$ cat config.mk
export PLATFORM = sky130hd
export DESIGN_NAME = twire_reg_port
export DESIGN_NICKNAME = d
export VERILOG_FILES = /design/src/rtl/twp_pkg.sv /design/src/rtl/twp_sync.sv /design/src/rtl/twp_regfile.sv /design/src/rtl/twp_engine.sv /design/src/rtl/twire_reg_port.sv
export SDC_FILE = /design/constraint.sdc
export NUM_CORES = 1
export LEC_CHECK = 0
export CORE_AREA = 5 5 194 121
export CTS_CLUSTER_SIZE = 14
export DETAILED_ROUTE_END_ITERATION = 8
export DIE_AREA = 0 0 199 126
export PLACE_DENSITY_LB_ADDON = 0.12
export SLEW_MARGIN = 15
export SYNTH_ARGS = -nofsm -noshare
export SYNTH_HDL_FRONTEND = slang
export SYNTH_SLANG_ARGS = --single-unit
export TNS_END_PERCENT = 20
$ cat constraint.sdc
create_clock -name clk -period 2.9 [get_ports clk]
set_clock_uncertainty 0.2 [all_clocks]
set_input_delay 0.87 -clock clk [delete_from_list [all_inputs] [get_ports clk]]
set_output_delay 0.87 -clock clk [all_outputs]
set_load 0.005 [all_outputs]
$ cat src/rtl/twp_pkg.sv
package twp_pkg;

  typedef enum logic {PH_INSTR, PH_DATA} phase_e;

  typedef struct packed {
    logic bidir;      // read data on the shared line
    logic lsb_first;  // serial bit order
  } port_cfg_t;

  localparam int unsigned BYTE_W        = 8;
  localparam int unsigned CFG_BIDIR_POS = 7;
  localparam int unsigned CFG_LSB_POS   = 6;
  localparam int unsigned RD_FLAG_POS   = 7;

  function automatic logic [BYTE_W-1:0] flip_byte(input logic [BYTE_W-1:0] v);
    logic [BYTE_W-1:0] r;
    for (int i = 0; i < BYTE_W; i++) r[i] = v[BYTE_W-1-i];
    return r;
  endfunction

endpackage

$ cat src/rtl/twp_sync.sv
module twp_sync #(
  parameter int WIDTH  = 1,
  parameter int STAGES = 2,
  parameter logic [WIDTH-1:0] RST_VAL = '0
) (
  input  logic             clk,
  input  logic             rst,
  input  logic [WIDTH-1:0] d,
  output logic [WIDTH-1:0] q
);
  logic [WIDTH-1:0] pipe [STAGES];

  for (genvar g = 0; g < STAGES; g++) begin : g_stage
    if (g == 0) begin : g_first
      always_ff @(posedge clk) begin
        if (rst) pipe[g] <= RST_VAL;
        else     pipe[g] <= d;
      end
    end else begin : g_next
      always_ff @(posedge clk) begin
        if (rst) pipe[g] <= RST_VAL;
        else     pipe[g] <= pipe[g-1];
      end
    end
  end

  assign q = pipe[STAGES-1];
endmodule

$ cat src/rtl/twp_regfile.sv
module twp_regfile #(
  parameter int ADDR_W = 5,
  parameter int DATA_W = 8
) (
  input  logic              clk,
  input  logic              wr_en,
  input  logic [ADDR_W-1:0] wr_addr,
  input  logic [DATA_W-1:0] wr_data,
  input  logic [ADDR_W-1:0] rd_addr,
  output logic [DATA_W-1:0] rd_data
);
  localparam int DEPTH = 1 << ADDR_W;

  logic [DATA_W-1:0] mem [DEPTH];

  always_ff @(posedge clk) begin
    if (wr_en) mem[wr_addr] <= wr_data;
    rd_data <= mem[rd_addr];
  end
endmodule

$ cat src/rtl/twp_engine.sv
module twp_engine
  import twp_pkg::*;
#(
  parameter int ADDR_W = 5
) (
  input  logic              clk,
  input  logic              rst,
  input  logic              cs_s,
  input  logic              sclk_s,
  input  logic              din_s,
  input  logic              lsb_first,
  input  logic [BYTE_W-1:0] rd_byte,
  output logic [ADDR_W-1:0] cur_addr,
  output logic              wr_en,
  output logic [ADDR_W-1:0] wr_addr,
  output logic [BYTE_W-1:0] wr_data,
  output logic              tx_bit,
  output logic              tx_active,
  output logic              fall_evt,
  output logic              step_evt
);
  localparam int CNT_W = $clog2(BYTE_W);
  localparam logic [CNT_W-1:0] LAST_BIT = CNT_W'(BYTE_W - 1);

  phase_e            phase;
  logic              sclk_d;
  logic              rd_mode;
  logic [CNT_W-1:0]  bit_idx;
  logic [BYTE_W-1:0] rx_sr;
  logic [BYTE_W-1:0] tx_sr;
  logic [BYTE_W-1:0] rx_next;
  logic [BYTE_W-1:0] tx_load;
  logic [ADDR_W-1:0] addr_stepped;
  logic              rise_evt;
  logic              byte_end;

  assign rise_evt     = sclk_s & ~sclk_d & ~cs_s;
  assign fall_evt     = ~sclk_s & sclk_d & ~cs_s;
  assign byte_end     = rise_evt & (bit_idx == LAST_BIT);
  assign step_evt     = byte_end & (phase == PH_DATA);
  assign rx_next      = lsb_first ? {din_s, rx_sr[BYTE_W-1:1]} : {rx_sr[BYTE_W-2:0], din_s};
  assign tx_load      = lsb_first ? flip_byte(rd_byte) : rd_byte;
  assign addr_stepped = lsb_first ? cur_addr + 1'b1 : cur_addr - 1'b1;

  always_ff @(posedge clk) begin
    if (rst) sclk_d <= 1'b0;
    else     sclk_d <= sclk_s;
  end

  always_ff @(posedge clk) begin
    if (rst) begin
      phase     <= PH_INSTR;
      rd_mode   <= 1'b0;
      bit_idx   <= '0;
      rx_sr     <= '0;
      tx_sr     <= '0;
      tx_bit    <= 1'b0;
      tx_active <= 1'b0;
      cur_addr  <= '0;
      wr_en     <= 1'b0;
      wr_addr   <= '0;
      wr_data   <= '0;
    end else begin
      wr_en <= 1'b0;
      if (cs_s) begin
        phase     <= PH_INSTR;
        bit_idx   <= '0;
        tx_active <= 1'b0;
      end else begin
        if (rise_evt) begin
          rx_sr   <= rx_next;
          bit_idx <= bit_idx + 1'b1;
        end
        if (byte_end && phase == PH_INSTR) begin
          phase    <= PH_DATA;
          rd_mode  <= rx_next[RD_FLAG_POS];
          cur_addr <= rx_next[ADDR_W-1:0];
        end
        if (step_evt) begin
          cur_addr <= addr_stepped;
          if (!rd_mode) begin
            wr_en   <= 1'b1;
            wr_addr <= cur_addr;
            wr_data <= rx_next;
          end
        end
        if (fall_evt && phase == PH_DATA && rd_mode) begin
          if (bit_idx == '0) begin
            tx_bit    <= tx_load[BYTE_W-1];
            tx_sr     <= {tx_load[BYTE_W-2:0], 1'b0};
            tx_active <= 1'b1;
          end else begin
            tx_bit <= tx_sr[BYTE_W-1];
            tx_sr  <= {tx_sr[BYTE_W-2:0], 1'b0};
          end
        end
      end
    end
  end
endmodule

$ cat src/rtl/twire_reg_port.sv
module twire_reg_port
  import twp_pkg::*;
#(
  parameter int ADDR_W      = 5,
  parameter int SYNC_STAGES = 2
) (
  input  logic clk,
  input  logic rst,
  input  logic cs_n,
  input  logic sclk,
  input  logic sdio_in,
  output logic sdio_out,
  output logic sdio_oe,
  output logic sdo_out,
  output logic sdo_oe
);
  logic [2:0]        pins_s;
  logic              cs_s;
  logic              sclk_s;
  logic              din_s;
  logic [ADDR_W-1:0] cur_addr;
  logic              wr_en;
  logic [ADDR_W-1:0] wr_addr;
  logic [BYTE_W-1:0] wr_data;
  logic [BYTE_W-1:0] mem_q;
  logic [BYTE_W-1:0] ctrl_reg;
  logic [BYTE_W-1:0] rd_byte;
  logic              sel_ctrl_q;
  logic              tx_bit;
  logic              tx_active;
  logic              fall_evt;
  logic              step_evt;
  port_cfg_t         cfg_act;
  logic              cfg_lsb;
  logic              cfg_bidir;

  twp_sync #(.WIDTH(3), .STAGES(SYNC_STAGES), .RST_VAL(3'b100)) u_sync (
    .clk(clk), .rst(rst), .d({cs_n, sclk, sdio_in}), .q(pins_s)
  );
  assign cs_s   = pins_s[2];
  assign sclk_s = pins_s[1];
  assign din_s  = pins_s[0];

  assign cfg_lsb   = cfg_act.lsb_first;
  assign cfg_bidir = cfg_act.bidir;

  twp_engine #(.ADDR_W(ADDR_W)) u_engine (
    .clk(clk), .rst(rst), .cs_s(cs_s), .sclk_s(sclk_s), .din_s(din_s),
    .lsb_first(cfg_lsb), .rd_byte(rd_byte), .cur_addr(cur_addr),
    .wr_en(wr_en), .wr_addr(wr_addr), .wr_data(wr_data),
    .tx_bit(tx_bit), .tx_active(tx_active),
    .fall_evt(fall_evt), .step_evt(step_evt)
  );

  twp_regfile #(.ADDR_W(ADDR_W), .DATA_W(BYTE_W)) u_regs (
    .clk(clk), .wr_en(wr_en), .wr_addr(wr_addr), .wr_data(wr_data),
    .rd_addr(cur_addr), .rd_data(mem_q)
  );

  // register 0 lives in flops so it has a reset value
  always_ff @(posedge clk) begin
    if (rst) begin
      ctrl_reg   <= '0;
      sel_ctrl_q <= 1'b0;
      cfg_act    <= '0;
    end else begin
      if (wr_en && wr_addr == '0) ctrl_reg <= wr_data;
      sel_ctrl_q <= (cur_addr == '0);
      if (cs_s) begin
        cfg_act.bidir     <= ctrl_reg[CFG_BIDIR_POS];
        cfg_act.lsb_first <= ctrl_reg[CFG_LSB_POS];
      end
    end
  end

  assign rd_byte = sel_ctrl_q ? ctrl_reg : mem_q;

  always_ff @(posedge clk) begin
    if (rst) begin
      sdio_out <= 1'b0;
      sdo_out  <= 1'b0;
      sdio_oe  <= 1'b0;
      sdo_oe   <= 1'b0;
    end else begin
      sdio_out <= tx_bit;
      sdo_out  <= tx_bit;
      sdio_oe  <= tx_active & ~cs_s & cfg_bidir;
      sdo_oe   <= tx_active & ~cs_s & ~cfg_bidir;
    end
  end
endmodule

==> results of run 1 <==
## metal layers
metal / vias to the layer above / track usage [%] / wire length (µm)
li1: 2947 / - / -
met1: 3503 / 37.3 / 12600
met2: 278 / 31.1 / 11800
met3: 30 / 5.63 / 2460
met4: 0 / 2.81 / 319
met5: - / 0 / 0
## cell usage after synthesis (all sizes together), types with 4 or more instances
library cell / instances
nor4: 9
mux4: 72
nand2b: 4
a311oi: 8
nor3: 8
mux2i: 17
a211oi: 17
dfxtp: 70
nand3: 7
a21oi: 14
edfxtp: 256
nand2: 43
clkbuf: 17
nand3b: 5
nor2: 76
o22ai: 32
buf: 25
inv: 8
ha: 6
nor2b: 8
## power breakdown
part           internal (mW)  total, mW  switching [mW]
logic                 0.0175     0.0420          0.0245
registers               4.97       4.98         0.00740
clock network           2.12       3.72            1.59
total                   7.11       8.74            1.62
## how the worst max path moves through the flow
stage / start / cells past startpoint / to / slack (ns)
after floorplan: u_engine.cur_addr[0] / 9 / u_engine.cur_addr[4] / 0.61
after global placement: u_engine.cur_addr[0] / 4 / u_regs.rd_data[6] / 0.47
after detailed placement: u_engine.cur_addr[0] / 4 / u_regs.rd_data[6] / 0.46
after CTS: sdo_out / 1 / sdo_out / 0.36
after global routing: u_engine.cur_addr[0] / 4 / u_regs.rd_data[6] / 0.28
final: sdo_out / 1 / sdo_out / 0.40
## placed cells by master, fill, tap and decap left out, types with 5 or more instances in the layout
cell               n
edfxtp_1         256
nor2_1            76
mux4_2            72
dfxtp_1           68
buf_4             45
nand2_1           42
o22ai_1           32
clkbuf_16         30
mux2i_1           17
a21oi_1           14
clkbuf_1          10
nor4_1             9
a211oi_1           9
nor2b_1            8
a311oi_1           8
a211oi_2           8
inv_1              7
nand3_1            7
nor3_1             7
clkdlybuf4s50_1    7
ha_1               6
nand3b_1           5
## stage by stage
stage | hold WS, ns | utilization, %
CTS | 0.218 | 65.6
finish | 0.221 | 65.6
global placement | 0.196 | 61.4
floorplan | 0.189 | -
global route | 0.231 | 65.6
detailed placement | 0.201 | 61.4
## cells by family (layout without fill, tap and decap cells)
family	count (synthesis)	after routing	synth area share [%]
AOI/OAI and AO/OA	79	79	4.48
xor gates and xnor gates	3	3	0.208
adders and majority gates	7	7	0.753
buffers and inverters	50	116	2.07
DFF	326	326	71.9
muxes	89	89	14.2
and+or+nand+nor	172	172	6.37
## layout make-up
class	count	area [µm²]	area share [%]
repair buffers	55	453	3.20
multi-input cells	350	3280	23.2
clock buffers	47	866	6.12
flip-flops and latches	326	9090	64.3
inverters	8	32.5	0.230
clock inverters	6	53.8	0.380
well taps	286	358	2.53
==> key figures, run 1 <==
GRT
  • Largest net degree at the start of global routing: 69
  • Antenna violations before repair: 0
  • Vias in the first global route: 6638
  • GR Util All Layers: 22.4%
  • Congestion Overflow GR: 0
  • First-pass GRT wire length: between 40 and 50 mm

Logic synthesis
  • Post-synthesis cell area: about 13000 µm²
  • Unique masters post-synth: between 40 and 50
  • Avg Inst Size Synth: 17.4 µm²
  • Count of flip-flops with a built-in enable after synthesis: 256
  • Most used flip-flop cell after synthesis: edfxtp_1
  • Post-synth top area cell: edfxtp_1
  • Yosys top cell area share: 60.8%
  • Sequential share of the synthesized area: 71.9%
  • Top area cells in the synthesized netlist: edfxtp_1 (61%), mux4_2 (13%), dfxtp_1 (11%)
  • Syn_nets: around 740
  • Synthesized flop and latch total: about 330
  • Asr flop ratio synth: 0%
  • Cells after Synth: slightly above 700
  • Ys Warns: 0

STA
  • Final setup violation count: 0
  • Tmin final: 2.50 ns
  • Fmax: 400 MHz
  • Final period util: 86.2%
  • Max Slew Vio Count: 0
  • Slew headroom: 39.6%
  • Worst-Margin Slew: 0.903 ns
  • Final worst slack: 0.401 ns
  • RSZ-0062 raised after global routing: no
  • Final Hold Viols: 0
  • Setup TNS Final: 0 ns

CTS
  • Clock Sinks: 326
  • CTS resizes: 0
  • Root Buffer: clkbuf_16
  • Clock Path Buffers: 3
  • CTS H-tree depth: 1
  • Post-CTS setup buffers: 0
  • Worst-path clk slew: about 0.06 ns
  • Clock Latency Late Sink: roughly 0.55 ns
  • Hold buffers post-CTS: 0
  • Number of buffers created by CTS: 29
  • CTS tree: done

Detailed routing
  • Antenna-violating nets left: 0
  • First-pass DRT Iterations: 5
  • Drt initial violations: about 800
  • WL per Instance: 25.2 µm
  • Vias: a little under 7000
  • Vias per inst: around 6.3
  • Final wirelength: between 20 and 30 mm
  • Post-route DRC: 0

Placement
  • Pre-CTS WS: about 0.46 ns
  • Placed cell count: 1025
  • GP Congestion: 0.862
  • I/O Buffers: 8
  • Area after DPL: 13200 µm²
  • Hpwl dp: 17.9 mm

Setup path
  • Register-to-register setup slack: 0.48 ns
  • Critical path, cell by cell: clkdlybuf4s50_1
  • Top delay family on crit path: buffers and inverters
  • WP data required: 1.83 ns
  • Buf/Inv on CP: 1
  • Critical-path top delay cell: clkdlybuf4s50_1
  • Critical-path maximum fanout: 2
  • CP Class: register to output port
  • Arrival @ worst endpoint: roughly 1.4 ns
  • R2R cell count: 4
  • R2R Path End: u_regs.rd_data[6]
  • CP Launch Type: register
  • Reg2reg start: u_engine.cur_addr[0]
  • Slowest stage delay, CP: 0.52 ns
  • Setup crit end kind: output port

Min path
  • Worst min path class: register to register
  • WHS Endpoint: u_sync.pipe[1][2]
  • Hold_sp: u_sync.pipe[0][2]
  • WHS Path Cells: 1

Final layout
  • Area Overhead vs Synth: 11.9%
  • FILL cells: 1480
  • Fin area: 14100 µm²
  • Largest register FFs: 256
  • Biggest register: u_regs.mem
  • Non-Filler Instances: 1078
  • Share of layout cells above drive strength 1: 22.5%
  • Ant diodes: 0
  • Nets: slightly below 800

Die
  • Num rows: 42
  • Die X: ~200 µm
  • CORE AREA: 21500 µm²
  • Die height: approximately 130 µm
  • Initial Util: about three fifths
  • IO Pins: 9
  • DIE AREA: 25100 µm²

Job
  • Max cap viols: 0

Power and ir drop
  • Final Power: 8.74 mW
  • Worst IR drop on VDD: 0.505 mV
  • PwrDens: a little over 600 nW/µm²
  • P_leak: about 4.5 nW

Run status
  • Status: finished, final reports clean
Note: power is estimated with default switching activity, not from simulation.
==> run 2: changes to the inputs <==
--- a/config.mk
+++ b/config.mk
@@ -5,10 +5,9 @@
 export SDC_FILE = /design/constraint.sdc
 export NUM_CORES = 1
 export LEC_CHECK = 0
-export CORE_AREA = 5 5 194 121
-export CTS_CLUSTER_SIZE = 14
+export CORE_AREA = 2 2 191 118
 export DETAILED_ROUTE_END_ITERATION = 8
-export DIE_AREA = 0 0 199 126
+export DIE_AREA = 0 0 193 120
 export PLACE_DENSITY_LB_ADDON = 0.12
 export SLEW_MARGIN = 15
 export SYNTH_ARGS = -nofsm -noshare
==> key figures, run 2 (synthesized netlist as in run 1, its figures left out) <==
CTS
  • CTS H-tree depth: 1 (unchanged)
  • Post-CTS setup buffers: 0 (unchanged)
  • CTS resizes: 0 (unchanged)
  • CTS tree: done
  • Clock Path Buffers: 3 (unchanged)
  • Hold buffers post-CTS: 0 (unchanged)
  • Number of buffers created by CTS: 29 (unchanged)
  • Clock Latency Late Sink: 0.55 ns (about the same)
  • Clock Sinks: 326 (unchanged)
  • Worst-path clk slew: 0.07 ns (about the same)
  • Root Buffer: clkbuf_16

Placement
  • Area after DPL: 13200 µm² (-0.13%)
  • Hpwl dp: 17.2 mm (-3.8%)
  • GP Congestion: 0.842 (-2.3%)
  • I/O Buffers: 8 (unchanged)
  • Pre-CTS WS: 0.456 ns (-0.00362 ns)

Die
  • Initial Util: 58.6% (unchanged)
  • IO Pins: 9 (unchanged)
  • CORE AREA: 21500 µm² (unchanged)
  • Die height: 120 µm (-4.8%)
  • Num rows: 42 (unchanged)
  • DIE AREA: 23200 µm² (-7.6%)
  • Die X: 193 µm (-3.0%)

Final layout
  • Ant diodes: 0 (unchanged)
  • Biggest register: u_regs.mem
  • Fin area: 14200 µm² (+0.64%)
  • Largest register FFs: 256 (unchanged)
  • Commonest non-fill, non-tap cell in the layout: edfxtp_1
  • Area Overhead vs Synth: 12.6%
  • Layout Utilization: 66.0% (+0.42 points)
  • Nets: 778 (-0.51%)
  • Share of layout cells above drive strength 1: 23.4% (+0.97 points)
  • FILL cells: 1450 (-2.0%)
  • FF/Latch Area: 9090 µm² (unchanged)
  • Commonest cells after routing, fill and taps aside: edfxtp_1 (256), nor2_1 (76), mux4_2 (72)
  • Area of the multi-input gates: 3280 µm² (unchanged)

Setup path
  • Critical-path top delay cell: clkdlybuf4s50_1
  • Slowest stage delay, CP: 0.52 ns (about the same)
  • CP Launch Type: register
  • Top delay family on crit path: buffers and inverters
  • Critical path, cell by cell: clkdlybuf4s50_1
  • CP Class: register to output port
  • Critical-path maximum fanout: 2 (unchanged)
  • Arrival @ worst endpoint: 1.43 ns (about the same)
  • WP data required: 1.83 ns (about the same)
  • Buf/Inv on CP: 1 (unchanged)
  • Setup crit end kind: output port

Detailed routing
  • Vias per inst: 6.26 (-0.21%)
  • First-pass DRT Iterations: 7 (+2)
  • Final wirelength: 26.4 mm (-2.8%)
  • Post-route DRC: 0 (unchanged)
  • Antenna-violating nets left: 0 (unchanged)
  • WL per Instance: 24.6 µm (-2.5%)
  • Vias: 6725 (-0.49%)
  • Drt initial violations: 685 (-12%)

STA
  • Final Hold Viols: 0 (unchanged)
  • Final setup violation count: 0 (unchanged)
  • Slew headroom: 41.5% (+1.9 points)
  • Tmin final: 2.50 ns (-0.00330 ns)
  • RSZ-0062 raised after global routing: no
  • Setup TNS Final: 0 ns (unchanged)
  • Final period util: 86.1% (-0.11 points)
  • Fmax: 401 MHz (+0.13%)
  • Max Slew Vio Count: 0 (unchanged)
  • Final worst slack: 0.404 ns (+0.00329 ns)
  • Worst-Margin Slew: 0.874 ns (-0.0290 ns)

Run status
  • Status: finished, final reports clean

GRT
  • Congestion Overflow GR: 0 (unchanged)
  • Vias in the first global route: 6679 (+0.62%)
  • Antenna violations before repair: 0 (unchanged)
  • First-pass GRT wire length: 40.4 mm (-3.8%)
  • Largest net degree at the start of global routing: 69 (unchanged)
  • GR Util All Layers: 23.8% (+1.4 points)

Power and ir drop
  • Net switching power: 1.68 mW (+3.4%)
  • Int Pwr: 7.38 mW (+3.7%)
  • Net Sw Frac: 18.5% (-0.039 points)
  • Clock power frac: 44.6% (+2.1 points)
  • Reg power frac: 55.0% (-2.0 points)
  • Combinational Power Share: 0.5% (about the same)
  • PwrDens: 637 nW/µm² (+3.0%)
  • P_leak: 4.53 nW (+1.0%)
  • Worst IR drop on VDD: 0.565 mV (+12%)

Min path
  • Worst min path class: register to register

Job
  • Max cap viols: 0 (unchanged)
run 2: cell types whose count changed in the layout (fill, tap and decap cells not counted):
cell        before  now
buf_12           2    3
buf_4           45   40
bufinv_16        1    3
clkbuf_1        10    1
clkbuf_16       30   31
clkbuf_2         0    3
clkbuf_4         3    1
clkbuf_8         4    6
clkinv_1         2    1
clkinv_2         2    4
clkinv_4         0    1
clkinvlp_2       0    1
inv_6            0    1
run 2: final timing paths:
path / startpoint / end / slack [ns] / depth (start not counted)
setup / recovery: sdo_out / sdo_out / 0.40 / 1
hold / removal: u_sync.pipe[0][2] / u_sync.pipe[1][2] / 0.21 / 1
setup reg to reg: u_engine.cur_addr[0] / u_regs.rd_data[6] / 0.44 / 4
hold reg to reg: u_sync.pipe[0][2] / u_sync.pipe[1][2] / 0.21 / 1
run 2: power groups by stage:
| stage | clock network (mW) | logic, mW | registers (mW) |
|---|---|---|---|
| 4_1_cts | 4.10 | 0.0420 | 4.98 |
| 6_report | 4.04 | 0.0424 | 4.98 |
| 3_5_place_dp | 0 | 0.0418 | 5.08 |
| 2_1_floorplan | 0 | 0.0337 | 5.08 |
| 5_1_grt | 4.31 | 0.0456 | 4.98 |
| 3_3_place_gp | 0 | 0.0404 | 5.08 |
run 2: stage by stage:
| stage | total power, mW | hold slack [ns] | cells |
|---|---|---|---|
| final | 9.06 | 0.213 | 1075 |
| after floorplan | 5.11 | 0.189 | 726 |
| after global placement | 5.12 | 0.197 | 1021 |
| after CTS | 9.12 | 0.217 | 1075 |
| after detailed placement | 5.12 | 0.200 | 1021 |
| after global routing | 9.33 | 0.228 | 1075 |
run 2: metal layers:
layer | vias up | share of wire, % | GRT usage (%)
met5 | - | 0 | 0
met4 | 0 | 1.7 | 4.88
met3 | 38 | 8.3 | 5.73
met2 | 287 | 45 | 34.4
met1 | 3450 | 45 | 37.4
li1 | 2950 | - | -
run 2: layout make-up:
cell class                      instances  area share, %
Clock buffer                           42           6.22
Clock inverter                         12           1.00
Inverter                                8          0.229
Multi-Input combinational cell        350           23.1
Sequential cell                       326           63.9
Tap cell                              286           2.51
Timing Repair Buffer                   51           3.06
